==> src/rtl/wcs_pkg.sv <==
package wcs_pkg;
  localparam int PHASE_W = 4;
  localparam int LEN_W   = PHASE_W + 1;

  typedef enum logic [2:0] {
    ST_IDLE,
    ST_ADDR,
    ST_SETUP,
    ST_STROBE,
    ST_HOLD
  } wcs_state_e;

  typedef struct packed {
    logic [PHASE_W-1:0] cs_setup;
    logic [PHASE_W-1:0] wr_setup;
    logic [PHASE_W-1:0] wr_active;
    logic [PHASE_W-1:0] wr_hold;
  } wcs_timing_t;

  function automatic wcs_timing_t dflt_timing();
    wcs_timing_t t;
    t.cs_setup  = '0;
    t.wr_setup  = '0;
    t.wr_active = PHASE_W'(1);
    t.wr_hold   = '0;
    return t;
  endfunction

  function automatic logic [LEN_W-1:0] phase_cycles(input logic [PHASE_W-1:0] v);
    return LEN_W'(v) + LEN_W'(1);
  endfunction

  function automatic wcs_timing_t pick_timing(input logic use_prog, input wcs_timing_t prog);
    return use_prog ? prog : dflt_timing();
  endfunction
endpackage

==> src/rtl/wcs_phase_timer.sv <==
module wcs_phase_timer #(
  parameter int W = 4
) (
  input  logic         clk,
  input  logic         rst,
  input  logic         load,
  input  logic [W-1:0] load_val,
  output logic         expired
);
  logic [W-1:0] cnt_q;

  always_ff @(posedge clk) begin
    if (rst)              cnt_q <= '0;
    else if (load)        cnt_q <= load_val;
    else if (cnt_q != '0) cnt_q <= cnt_q - W'(1);
  end

  assign expired = (cnt_q == '0);

  p_timer_descends_r4: assert property (@(posedge clk) disable iff (rst)
    (!load && !expired) |=> (cnt_q == $past(cnt_q) - W'(1)));
endmodule

==> src/rtl/wcs_capture.sv <==
module wcs_capture
  import wcs_pkg::*;
#(
  parameter int ADDR_W = 8,
  parameter int DATA_W = 16
) (
  input  logic              clk,
  input  logic              rst,
  input  logic              take,
  input  logic [ADDR_W-1:0] addr_in,
  input  logic [DATA_W-1:0] data_in,
  input  wcs_timing_t       tim_in,
  output logic [ADDR_W-1:0] addr_q,
  output logic [DATA_W-1:0] data_q,
  output wcs_timing_t       tim_q
);
  always_ff @(posedge clk) begin
    if (rst) begin
      addr_q <= '0;
      data_q <= '0;
      tim_q  <= dflt_timing();
    end else if (take) begin
      addr_q <= addr_in;
      data_q <= data_in;
      tim_q  <= tim_in;
    end
  end

  p_hold_fields_r10: assert property (@(posedge clk) disable iff (rst)
    !take |=> ($stable(addr_q) && $stable(data_q) && $stable(tim_q)));
endmodule

==> src/rtl/wcs_ctrl.sv <==
module wcs_ctrl
  import wcs_pkg::*;
(
  input  logic               clk,
  input  logic               rst,
  input  logic               accept,
  input  wcs_timing_t        tim_new,
  input  wcs_timing_t        tim_cur,
  input  logic               phase_over,
  output logic               tmr_load,
  output logic [PHASE_W-1:0] tmr_val,
  output wcs_state_e         state,
  output logic               done
);
  wcs_state_e state_d;
  logic       leave_phase;
  logic       last_phase;

  assign leave_phase = (state != ST_IDLE) && phase_over;
  assign last_phase  = (state == ST_HOLD) && phase_over;

  always_comb begin
    state_d  = state;
    tmr_load = 1'b0;
    tmr_val  = '0;
    unique case (state)
      ST_IDLE: if (accept) begin
        state_d  = ST_ADDR;
        tmr_load = 1'b1;
        tmr_val  = tim_new.cs_setup;
      end
      ST_ADDR: if (leave_phase) begin
        state_d  = ST_SETUP;
        tmr_load = 1'b1;
        tmr_val  = tim_cur.wr_setup;
      end
      ST_SETUP: if (leave_phase) begin
        state_d  = ST_STROBE;
        tmr_load = 1'b1;
        tmr_val  = tim_cur.wr_active;
      end
      ST_STROBE: if (leave_phase) begin
        state_d  = ST_HOLD;
        tmr_load = 1'b1;
        tmr_val  = tim_cur.wr_hold;
      end
      ST_HOLD: if (leave_phase) state_d = ST_IDLE;
      default: state_d = ST_IDLE;
    endcase
  end

  always_ff @(posedge clk) begin
    if (rst) begin
      state <= ST_IDLE;
      done  <= 1'b0;
    end else begin
      state <= state_d;
      done  <= last_phase;
    end
  end

  p_idle_only_accept_r2: assert property (@(posedge clk) disable iff (rst)
    (state == ST_IDLE && !accept) |=> (state == ST_IDLE));
  p_done_after_hold_r12: assert property (@(posedge clk) disable iff (rst)
    done |-> ($past(state) == ST_HOLD && state == ST_IDLE));
endmodule

==> src/rtl/wcs_pins.sv <==
module wcs_pins
  import wcs_pkg::*;
#(
  parameter int DATA_W = 16
) (
  input  logic              clk,
  input  logic              rst,
  input  wcs_state_e        state,
  input  logic [DATA_W-1:0] data_q,
  output logic              cs_n,
  output logic              we_n,
  output logic              oe,
  output logic [DATA_W-1:0] data_out
);
  logic in_select;
  logic in_write;

  assign in_select = (state == ST_SETUP) || (state == ST_STROBE) || (state == ST_HOLD);
  assign in_write  = (state == ST_STROBE) || (state == ST_HOLD);

  assign cs_n     = !in_select;
  assign we_n     = (state != ST_STROBE);
  assign oe       = in_write;
  assign data_out = in_write ? data_q : '0;

  p_we_inside_cs_r6: assert property (@(posedge clk) disable iff (rst)
    !we_n |-> !cs_n);
  p_oe_inside_cs_r8: assert property (@(posedge clk) disable iff (rst)
    oe |-> !cs_n);
  p_we_rise_cs_low_r7: assert property (@(posedge clk) disable iff (rst)
    $rose(we_n) |-> (!cs_n && oe));
endmodule

==> src/rtl/lcd_wcycle_seq.sv <==
module lcd_wcycle_seq
  import wcs_pkg::*;
#(
  parameter int ADDR_W = 8,
  parameter int DATA_W = 16
) (
  input  logic               clk,
  input  logic               rst,
  input  logic               cmd_valid,
  output logic               cmd_ready,
  input  logic [ADDR_W-1:0]  cmd_addr,
  input  logic [DATA_W-1:0]  cmd_data,
  input  logic               tim_override,
  input  logic [PHASE_W-1:0] tim_cs_setup,
  input  logic [PHASE_W-1:0] tim_wr_setup,
  input  logic [PHASE_W-1:0] tim_wr_active,
  input  logic [PHASE_W-1:0] tim_wr_hold,
  output logic [ADDR_W-1:0]  lcd_addr,
  output logic               lcd_cs_n,
  output logic               lcd_we_n,
  output logic [DATA_W-1:0]  lcd_data,
  output logic               lcd_data_oe,
  output logic               done
);
  wcs_state_e         state;
  wcs_timing_t        tim_prog, tim_eff, tim_q;
  logic               accept;
  logic               tmr_load, tmr_expired;
  logic [PHASE_W-1:0] tmr_val;
  logic [DATA_W-1:0]  data_q;

  assign tim_prog = '{cs_setup: tim_cs_setup, wr_setup: tim_wr_setup,
                      wr_active: tim_wr_active, wr_hold: tim_wr_hold};
  assign tim_eff   = pick_timing(tim_override, tim_prog);
  assign cmd_ready = (state == ST_IDLE);
  assign accept    = cmd_valid && cmd_ready;

  wcs_capture #(.ADDR_W(ADDR_W), .DATA_W(DATA_W)) u_cap (
    .clk(clk), .rst(rst), .take(accept),
    .addr_in(cmd_addr), .data_in(cmd_data), .tim_in(tim_eff),
    .addr_q(lcd_addr), .data_q(data_q), .tim_q(tim_q)
  );

  wcs_phase_timer #(.W(PHASE_W)) u_tmr (
    .clk(clk), .rst(rst), .load(tmr_load), .load_val(tmr_val),
    .expired(tmr_expired)
  );

  wcs_ctrl u_ctrl (
    .clk(clk), .rst(rst), .accept(accept), .tim_new(tim_eff),
    .tim_cur(tim_q), .phase_over(tmr_expired), .tmr_load(tmr_load),
    .tmr_val(tmr_val), .state(state), .done(done)
  );

  wcs_pins #(.DATA_W(DATA_W)) u_pins (
    .clk(clk), .rst(rst), .state(state), .data_q(data_q),
    .cs_n(lcd_cs_n), .we_n(lcd_we_n), .oe(lcd_data_oe), .data_out(lcd_data)
  );

  p_done_on_cs_rise_r12: assert property (@(posedge clk) disable iff (rst)
    $rose(lcd_cs_n) |-> (done && cmd_ready));
  p_ready_falls_on_accept_r11: assert property (@(posedge clk) disable iff (rst)
    $fell(cmd_ready) |-> $past(cmd_valid));
  p_addr_steady_busy_r3: assert property (@(posedge clk) disable iff (rst)
    (!cmd_ready && $past(!cmd_ready)) |-> $stable(lcd_addr));
  p_cs_falls_from_idle_r4: assert property (@(posedge clk) disable iff (rst)
    $fell(lcd_cs_n) |-> (lcd_we_n && !cmd_ready));
endmodule

==> config.mk <==
export PLATFORM = sky130hd
export DESIGN_NAME = lcd_wcycle_seq
export DESIGN_NICKNAME = d
export VERILOG_FILES = /design/src/rtl/wcs_pkg.sv /design/src/rtl/wcs_phase_timer.sv /design/src/rtl/wcs_capture.sv /design/src/rtl/wcs_ctrl.sv /design/src/rtl/wcs_pins.sv /design/src/rtl/lcd_wcycle_seq.sv
export SDC_FILE = /design/constraint.sdc
export NUM_CORES = 1
export LEC_CHECK = 0
export BUFFER_PORTS_ARGS = -buffer_cell sky130_fd_sc_hd__buf_4
export CAP_MARGIN = 25
export CORE_UTILIZATION = 32
export DETAILED_ROUTE_END_ITERATION = 10
export PLACE_DENSITY = 0.62
export SETUP_SLACK_MARGIN = 0.02
export SKIP_LAST_GASP = 1
export SYNTH_ARGS = -nofsm -noshare
export SYNTH_HDL_FRONTEND = slang
export SYNTH_SLANG_ARGS = --single-unit
export TNS_END_PERCENT = 5
==> constraint.sdc <==
create_clock -name clk -period 4.9 [get_ports clk]
set_clock_uncertainty 0.2 [all_clocks]
set_input_delay 0.98 -clock clk [delete_from_list [all_inputs] [get_ports clk]]
set_output_delay 0.98 -clock clk [all_outputs]
set_load 0.02 [all_outputs]
==> results of run 1 <==
synth_stat cells (3+ instances only):
master    instances  area (um2)
nand2_1          64       240.2
buf_2             6       30.03
o21ai_0           3       15.01
a21oi_1          36       180.2
clkbuf_1         10       37.54
nor2_1            7       26.28
nand3_1          17       85.08
a22o_1            3       26.28
and2_1           17       106.4
mux2_2            4       45.04
nor3_1            5       25.02
dfxtp_1          44       880.8
buf_4             3       22.52
worst paths after layout:
path | startpoint | to | slack [ns] | depth (start not counted)
worst max-delay path | u_ctrl.state[1] | lcd_data[3] | 1.77 | 5
worst min-delay path | u_cap.tim_q[10] | u_cap.tim_q[10] | 0.25 | 2
worst max register to register | u_ctrl.state[1] | u_tmr.cnt_q[1] | 2.48 | 5
worst min register to register | u_cap.tim_q[10] | u_cap.tim_q[10] | 0.25 | 2
cell families after synthesis:
| kind of cell | synth area share, % |
|---|---|
| xor+xnor | 0.9040 |
| fa+ha+maj | 1.291 |
| buf+inv | 5.617 |
| compound gates | 15.04 |
| mux | 3.357 |
| flops | 45.45 |
| simple gates | 28.34 |
state kept, by name, summed over array words and instances (netlist names):
signal and cells:
u_cap.tim_q 12, u_ctrl.state 3, u_ctrl.done 1, u_cap.data_q 16, u_cap.addr_q 8, u_tmr.cnt_q 4
per-stage QoR:
| stage | std cells | setup WS, ns |
|---|---|---|
| CTS | 378 | 1.747 |
| detailed placement | 371 | 2.076 |
| floorplan | 245 | 2.123 |
| finish | 378 | 1.772 |
| global placement | 371 | 2.081 |
| global route | 378 | 1.579 |
cell type report:
type / count / area [um2] / share of cell area [%]
clock buffer: 7 / 96.34 / 3.736
inverter: 2 / 7.507 / 0.2911
multi-input combinational: 179 / 948.4 / 36.78
sequential: 44 / 880.8 / 34.16
tap: 72 / 90.09 / 3.493
timing repair buffer: 74 / 555.5 / 21.54
worst max-delay path: stages, from the launching register on:
cell and delay [ns]:
dfxtp_1 0.62, nor2_1 0.19, nand2_1 0.13, nand2_1 0.27, and2_1 0.28, buf_4 0.15
power groups by stage:
stage / sequential (mW) / combinational (mW) / clock, mW
global placement: 0.488 / 0.455 / 0
CTS: 0.482 / 0.460 / 0.251
floorplan: 0.475 / 0.358 / 0
global route: 0.494 / 0.510 / 0.267
detailed placement: 0.490 / 0.458 / 0
finish: 0.481 / 0.456 / 0.243
routing by layer:
metal	wire, um	vias to the layer above
met5	0	-
met4	17	0
met1	2096	834
met3	302	2
met2	2251	52
li1	-	940
==> results.md, run 1 <==
- Fin util: 45.44%
- CTS sink count: 44
- Initial DRC count: 63
- Clock buffer depth: 2
- Most frequent cells in the layout: 74 x buf_4, 64 x nand2_1, 44 x dfxtp_1, 36 x a21oi_1
- Met2 usage: 27.18%
- Crit end category: primary output
- Synthesized netlist cell count: 245
- Clock slew at reported path FFs: 0.08 ns
- IO Count: 73
- Design area: 0.002579 mm2
- Synthesized Nets: 291
- Die area: 0.006372 mm2
- Num CTS Buffers: 5
- PD cells: 457.5 mW/mm2
- Final Hold Viols: 0
- Met1 GRT Util: 18.10%
- Synth async-reset ratio: 0%
- Flop pwr share: 40.8%
- Number of setup buffers added after CTS: 0
- Post-cts resize count: 0
- Max Cap Viol: 0
- Post-route ant nets: 0
- First-pass GRT wire length: 7700 um
- Gpl congestion: 0.7394
- Overflow left after global routing: 0
- Chip Width: 79.83 um
- Post-synth EDFFs: 0
- Pint: 0.7366 mW
- Worst IR Drop VDD: 0.1729 mV
- Initial core utilization: 34.15%
- Vias in the first global route: 1779
- M3 GR Usage: 4.914%
- Ys Warns: 0
- Avg Vias per Cell: 4.836
- WP data arrival: 1.95 ns
- Max-slew headroom: 49.51%
- Post-synthesis sequential area ratio: 45.45%
- Buffers on Ports: 72
- Period utilization: 63.83%
- H-tree depth: 2
- Fmax: 319.7 MHz
- Post-layout min period: 3.128 ns
- Hold slack: 0.2510 ns
- Comb power frac: 38.6%
- CTS tree: done
- Clock network power share: 20.6%
- Clk Latency, worst-skew pair: 0.29 ns
- Row cnt: 27
- Hold Path Class: register to register
- Hold Buf Count CTS: 0
- Cell Area, Synth: 0.001938 mm2
- # diodes: 0
- Setup TNS: 0 ns
- Worst slew pin tran: 0.7573 ns
- First drt pass iteration count: 4
- CP Class: register to primary output
- Initial antenna violation count: 0
- Commonest non-fill, non-tap cell in the layout: buf_4
- Via count: 1828
- Nets: 352
- Hpwl dp: 3190 um
- GRT Resource Usage Total: 15.46%
- CP max FO: 17
- Pins over their slew limit: 0
- Top FF cell, synth: dfxtp_1
- GR peak layer: met2
- Post-route DRC: 0
- Yosys cell types: 33
- Fillers: 602
- Routed WL: 4667 um
- # setup viols final: 0
- #FFs+latches synth: 44
- Die Y: 79.83 um
- Leakage power: 1.094 nW
- Crit path launch type: register
- Clock root cell: clkbuf_8
- Area Overhead vs Synth: 33.05%
- Mean Syn Cell Area: 7.911 um2
- Req. time, crit path: 3.72 ns
- Outcome: complete, no violations
- Net switching power: 0.4431 mW
- Sw Ratio: 37.56%
- Core ar.: 0.005675 mm2
- Cell Area, Placed: 0.002482 mm2
- Wire per inst: 12.35 um
- RSZ-0062 raised after global routing: false
- Pin count of the biggest net entering global routing: 45
- Final Power: 1.180 mW
- Layout cells sized above 1: 28.76%
(Power assumes the default switching activity.)
==> run 2: changes to the inputs <==
- clock period: 4.9 -> 2.9 ns (I/O delays scaled with it)
==> run 2 against run 1 <==
Critical path depth is the same. Hold slack got worse by 0.0011 ns. Power is 63% higher. Clock power rose by 45%. Sequential power rose by 68%. Sequential share of layout area up 0.25 points. Clock-buffer cell count decreased by 1. Combinational power up 68%. Final cell count stayed put. Register-to-register slack got worse by 1.8 ns. Setup slack got worse by 1.5 ns. First-iteration DRC count increased by 13%. Critical path type unchanged. Largest cell class unchanged.
==> results.md, run 2 (synthesis results as in run 1) <==
- IO Count: 73 (unchanged)
- Initial core utilization: 34.15% (unchanged)
- Crit path launch type: register
- Via count: 1792 (-2.0%)
- CP max FO: 17 (unchanged)
- Core ar.: 0.005675 mm2 (unchanged)
- # diodes: 0 (unchanged)
- Crit end category: primary output
- PD cells: 751.3 mW/mm2 (+64%)
- Layout cells sized above 1: 28.43% (-0.33 points)
- Clk Latency, worst-skew pair: 0.28 ns (about the same)
- First-pass GRT wire length: 7348 um (-4.6%)
- RSZ-0062 raised after global routing: false
- Worst reg2reg path startpoint: u_tmr.cnt_q[0]
- Avg Vias per Cell: 4.741 (-2.0%)
- Overflow left after global routing: 0 (unchanged)
- WP data arrival: 1.83 ns (-0.12 ns)
- Post-route ant nets: 0 (unchanged)
- Hold slack: 0.2499 ns (-0.001114 ns)
- Hold Buf Count CTS: 0 (unchanged)
- Chip Width: 79.83 um (unchanged)
- Num CTS Buffers: 5 (unchanged)
- Max Cap Viol: 0 (unchanged)
- Gpl congestion: 0.7324 (-0.95%)
- Finished Layout Cells: 378 (unchanged)
- Largest regs: u_cap.data_q: 16 flops, u_cap.tim_q: 12 flops, u_cap.addr_q: 8 flops
- Most frequent cells in the layout: 74 x buf_4, 64 x nand2_1, 44 x dfxtp_1, 36 x a21oi_1
- First drt pass iteration count: 4 (unchanged)
- Buffers on Ports: 72 (unchanged)
- Fin util: 45.11% (-0.33 points)
- Placed insts: 371 (unchanged)
- Clock buffer depth: 2 (unchanged)
- Worst hold path depth: 2 (unchanged)
- R2r endpoint: u_tmr.cnt_q[0]
- Commonest non-fill, non-tap cell in the layout: buf_4
- H-tree depth: 2 (unchanged)
- # setup viols final: 0 (unchanged)
- Routed WL: 4402 um (-5.7%)
- Wire per inst: 11.65 um (-5.7%)
- Hold_sp: u_cap.data_q[6]
- Nets: 352 (unchanged)
- Max-slew headroom: 68.70% (+19 points)
- Post-layout min period: 2.614 ns
- Largest register FFs: 16 (unchanged)
- GRT Resource Usage Total: 14.73% (-0.73 points)
- Initial antenna violation count: 0 (unchanged)
- Leakage power: 1.084 nW (-0.85%)
- Outcome: complete, no violations
- Initial DRC count: 71 (+13%)
- Post-cts resize count: 0 (unchanged)
- CTS tree: done
- Pin count of the biggest net entering global routing: 45 (unchanged)
- Pins over their slew limit: 0 (unchanged)
- Row cnt: 27 (unchanged)
- Clock slew at reported path FFs: 0.08 ns (about the same)
- Hold Path Class: register to register
- Number of setup buffers added after CTS: 0 (unchanged)
- Largest Register: u_cap.data_q
- Endpoint of the worst hold path: u_cap.data_q[6]
- Worst IR Drop VDD: 0.3593 mV (+110%)
- Vias in the first global route: 1685 (-5.3%)
- R2r setup slk: 0.73 ns (-1.75 ns)
- CP Class: register to primary output
- Die Y: 79.83 um (unchanged)
- Worst slew pin tran: 0.4695 ns (-0.2878 ns)
- Area Overhead vs Synth: 32.09%
- R2R cell count: 6 (+1)
- Post-route DRC: 0 (unchanged)
- Hpwl dp: 3015 um (-5.5%)
- Setup TNS: 0 ns (unchanged)
- Req. time, crit path: 2.12 ns (-1.60 ns)
- Die area: 0.006372 mm2 (unchanged)
- Clock root cell: clkbuf_8
- Final Hold Viols: 0 (unchanged)
- Period utilization: 90.13%
- Fmax: 382.6 MHz
- CTS sink count: 44 (unchanged)
==> run 2: changes by cell type in the layout (fill, tap and decap cells not counted) <==
cell | previous run | this run
clkbuf_8 | 7 | 5
clkbuf_1 | 0 | 1
clkinv_2 | 0 | 1
==> run 2: per-layer routing <==
layer	vias to the layer above	part of all wire [%]	global-route usage, %
li1	940	-	-
met1	797	47	18.60
met2	50	46	24.19
met3	5	5.9	3.886
met4	0	1.0	4.821
met5	-	0	0
==> run 2: final cells by class <==
class	count	area [um2]
Clock inverter	1	5.005
Inverter	2	7.507
Timing Repair Buffer	74	555.5
Clock buffer	6	72.57
Fill cell	601	3115
Multi-Input combinational cell	179	948.4
Sequential cell	44	880.8
Tap cell	72	90.09
==> run 2: how the worst max path moves through the flow <==
| stage | start | endpoint | slack (ns) | cells after the start |
|---|---|---|---|---|
| 3_5_place_dp | u_ctrl.state[1] | lcd_data[10] | 0.55 | 5 |
| 6_report | u_ctrl.state[1] | lcd_data[10] | 0.29 | 5 |
| 3_3_place_gp | u_ctrl.state[1] | lcd_data[15] | 0.64 | 5 |
| 2_1_floorplan | u_ctrl.state[2] | lcd_data[10] | 0.52 | 5 |
| 5_1_grt | u_ctrl.state[1] | lcd_data[10] | 0.07 | 5 |
| 4_1_cts | u_ctrl.state[1] | lcd_data[10] | 0.22 | 5 |
==> run 2: metrics by stage <==
step / setup WS, ns / instance area, um2 / total power, mW
detailed placement: 0.5511 / 2482 / 1.597
global route: 0.07459 / 2560 / 2.084
CTS: 0.2220 / 2560 / 1.959
finish: 0.2863 / 2560 / 1.923
global placement: 0.6386 / 2482 / 1.587
floorplan: 0.5234 / 1938 / 1.407
==> run 2: worst max-delay path: stages, from the launching register on <==
cell,delay (ns)
dfxtp_1,0.58
nor2_1,0.17
nand2_1,0.12
nand2_1,0.26
and2_1,0.27
buf_4,0.15
==> run 2: where the power goes <==
part / leakage [nW] / total, mW / internal, mW / switching (mW)
logic: 0.683 / 0.764 / 0.314 / 0.450
clock network: 0.0410 / 0.352 / 0.164 / 0.188
registers: 0.360 / 0.808 / 0.718 / 0.0901
total: 1.08 / 1.92 / 1.20 / 0.728
==> run 3: changes to the inputs <==
- GPL_TIMING_DRIVEN: unset -> 0
- PLACE_DENSITY: 0.62 -> unset
- SLEW_MARGIN: unset -> 20
==> run 3 against run 2 <==
Sequential share of layout area fell by 1.2 points. Utilization grew 1.6 points. Critical path depth increased by 2. Power grew 6.3%. Final cell count up 4.8%. Clock-buffer cell count down 1. Flip-flop and latch count stayed put. Setup slack lost 0.10 ns. Combinational power rose by 16%. Routed wire length up 10%. Largest cell class unchanged. Largest power group is now combinational logic.
==> results.md, run 3 (synthesis results as in run 1) <==
- Finished Layout Cells: 396 (+4.8%)
- GRT Resource Usage Total: 15.94% (+1.2 points)
- Period utilization: 93.73% (+3.6 points)
- Num CTS Buffers: 5 (unchanged)
- Fillers: 599 (-0.33%)
- Crit path launch type: register
- CTS tree: done
- Clock slew at reported path FFs: 0.08 ns (about the same)
- Max-slew headroom: 65.88% (-2.8 points)
- CP bufs+invs: 3 (+2)
- Wire per inst: 12.26 um (+5.3%)
- Largest regs: u_cap.data_q: 16 flops, u_cap.tim_q: 12 flops, u_cap.addr_q: 8 flops
- Pin count of the biggest net entering global routing: 15 (-67%)
- Req. time, crit path: 2.12 ns (about the same)
- Initial core utilization: 34.15% (unchanged)
- Routed WL: 4855 um (+10%)
- Area Overhead vs Synth: 36.73%
- Post-route DRC: 0 (unchanged)
- Final Hold Viols: 0 (unchanged)
- Hold Path Class: register to register
- Setup TNS: 0 ns (unchanged)
- CP Class: register to primary output
- Final Power: 2.044 mW (+6.3%)
- Most used cell, CP: nand2_1
- Crit end category: primary output
- CP max FO: 10 (-7)
- IO Count: 73 (unchanged)
- Worst slew pin tran: 0.5119 ns (+0.04235 ns)
- FF/Latch Area: 880.8 um2 (unchanged)
- RSZ-0062 raised after global routing: false
- Max Cap Viol: 0 (unchanged)
- Hpwl dp: 3578 um (+19%)
- CTS sink count: 44 (unchanged)
- Row cnt: 27 (unchanged)
- Hold Buf Count CTS: 0 (unchanged)
- Clock buffer depth: 2 (unchanged)
- Avg Vias per Cell: 4.707 (-0.71%)
- Leakage power: 1.141 nW (+5.2%)
- WP data arrival: 1.94 ns (+0.11 ns)
- Multi-input logic area: 948.4 um2 (unchanged)
- Initial DRC count: 81 (+14%)
- Buffers on Ports: 71 (-1.4%)
- Commonest non-fill, non-tap cell in the layout: buf_4
- Cell family with most CP delay: simple AND/OR/NAND/NOR gates
- Die area: 0.006372 mm2 (unchanged)
- Gpl congestion: 0.8002 (+9.3%)
- Core ar.: 0.005675 mm2 (unchanged)
- # setup viols final: 0 (unchanged)
- Critical path, cell by cell: buf_2 > nor2_1 > nand2_1 > nand2_1 > clkbuf_2 > and2_1 > buf_4
- CP max-delay cell: dfxtp_1
- Initial antenna violation count: 0 (unchanged)
- Pins over their slew limit: 0 (unchanged)
- # diodes: 0 (unchanged)
- Worst IR Drop VDD: 0.3124 mV (-13%)
- Dpl ws: 0.3922 ns (-0.1589 ns)
- PD cells: 771.4 mW/mm2 (+2.7%)
- First-pass GRT wire length: 7928 um (+7.9%)
- Final worst setup slack: 0.1817 ns (-0.1046 ns)
- Overflow left after global routing: 0 (unchanged)
- Placed insts: 388 (+4.6%)
- Chip Width: 79.83 um (unchanged)
- Most frequent cells in the layout: 74 x buf_4, 64 x nand2_1, 44 x dfxtp_1, 36 x a21oi_1
- Vias in the first global route: 1759 (+4.4%)
- Nets: 369 (+4.8%)
- Die Y: 79.83 um (unchanged)
- Largest Register: u_cap.data_q
- Post-route ant nets: 0 (unchanged)
- Via count: 1864 (+4.0%)
- Clock root cell: clkbuf_8
- Fmax: 367.9 MHz (-3.8%)
- Clk Latency, worst-skew pair: 0.29 ns (about the same)
- Outcome: complete, no violations
- Post-layout min period: 2.718 ns (+0.1046 ns)
- Largest register FFs: 16 (unchanged)
- Layout cells sized above 1: 29.94% (+1.5 points)
- H-tree depth: 2 (unchanged)
- CP peak stage delay: 0.30 ns (-0.28 ns)
- First drt pass iteration count: 4 (unchanged)
[run 3: cell types whose count changed in the layout (fill, tap and decap cells not counted), sizes merged]
cell    before  now
clkbuf       6   15
clkinv       1    3
buf         74   81
[run 3: metal layers]
layer  wire length, um  GRT usage, %  vias to the layer above
li1                  -             -                      975
met1              2315         21.02                      840
met2              2241         25.90                       47
met3               264         3.657                        2
met4                34         4.464                        0
met5                 0             0                        -
[run 3: cell type report]
class                           instances  area share [%]
Timing Repair Buffer                   71           20.11
Inverter                                2          0.2833
Clock buffer                            5           2.597
Clock inverter                          3          0.7082
Sequential cell                        44           33.24
Buffer                                 20           3.872
Multi-Input combinational cell        179           35.79
Tap cell                               72           3.399
[run 3: worst min-delay path: stages, from the launching register on]
cell     delay, ns
dfxtp_1       0.31
nand2_1       0.05
a21oi_1       0.05
[run 3: where the power goes]
part / internal (mW) / leakage [nW] / switching [mW]
clock network: 0.168 / 0.0479 / 0.210
registers: 0.717 / 0.360 / 0.0597
logic: 0.371 / 0.733 / 0.518
[run 3: final timing paths]
| path | from | to | slack [ns] | cells after the start |
|---|---|---|---|---|
| max | u_ctrl.state[0] | lcd_data[14] | 0.18 | 7 |
| min | u_cap.data_q[10] | u_cap.data_q[10] | 0.25 | 2 |
| max reg2reg | u_tmr.cnt_q[0] | u_tmr.cnt_q[0] | 0.81 | 7 |
| min reg2reg | u_cap.data_q[10] | u_cap.data_q[10] | 0.25 | 2 |
[run 3: through the flow]
stage	hold WS (ns)	instance area, um2	utilization, %
after floorplan	0.2285	1938	-
after global placement	0.2381	2561	45.13
after detailed placement	0.2423	2561	45.13
after CTS	0.2544	2649	46.67
after global routing	0.2707	2650	46.69
final	0.2529	2650	46.69
[run 3: timing repair]
action,CTS,global route
resized for setup,0,2
endpoints found under the setup margin,0,9
setup buffers,0,0
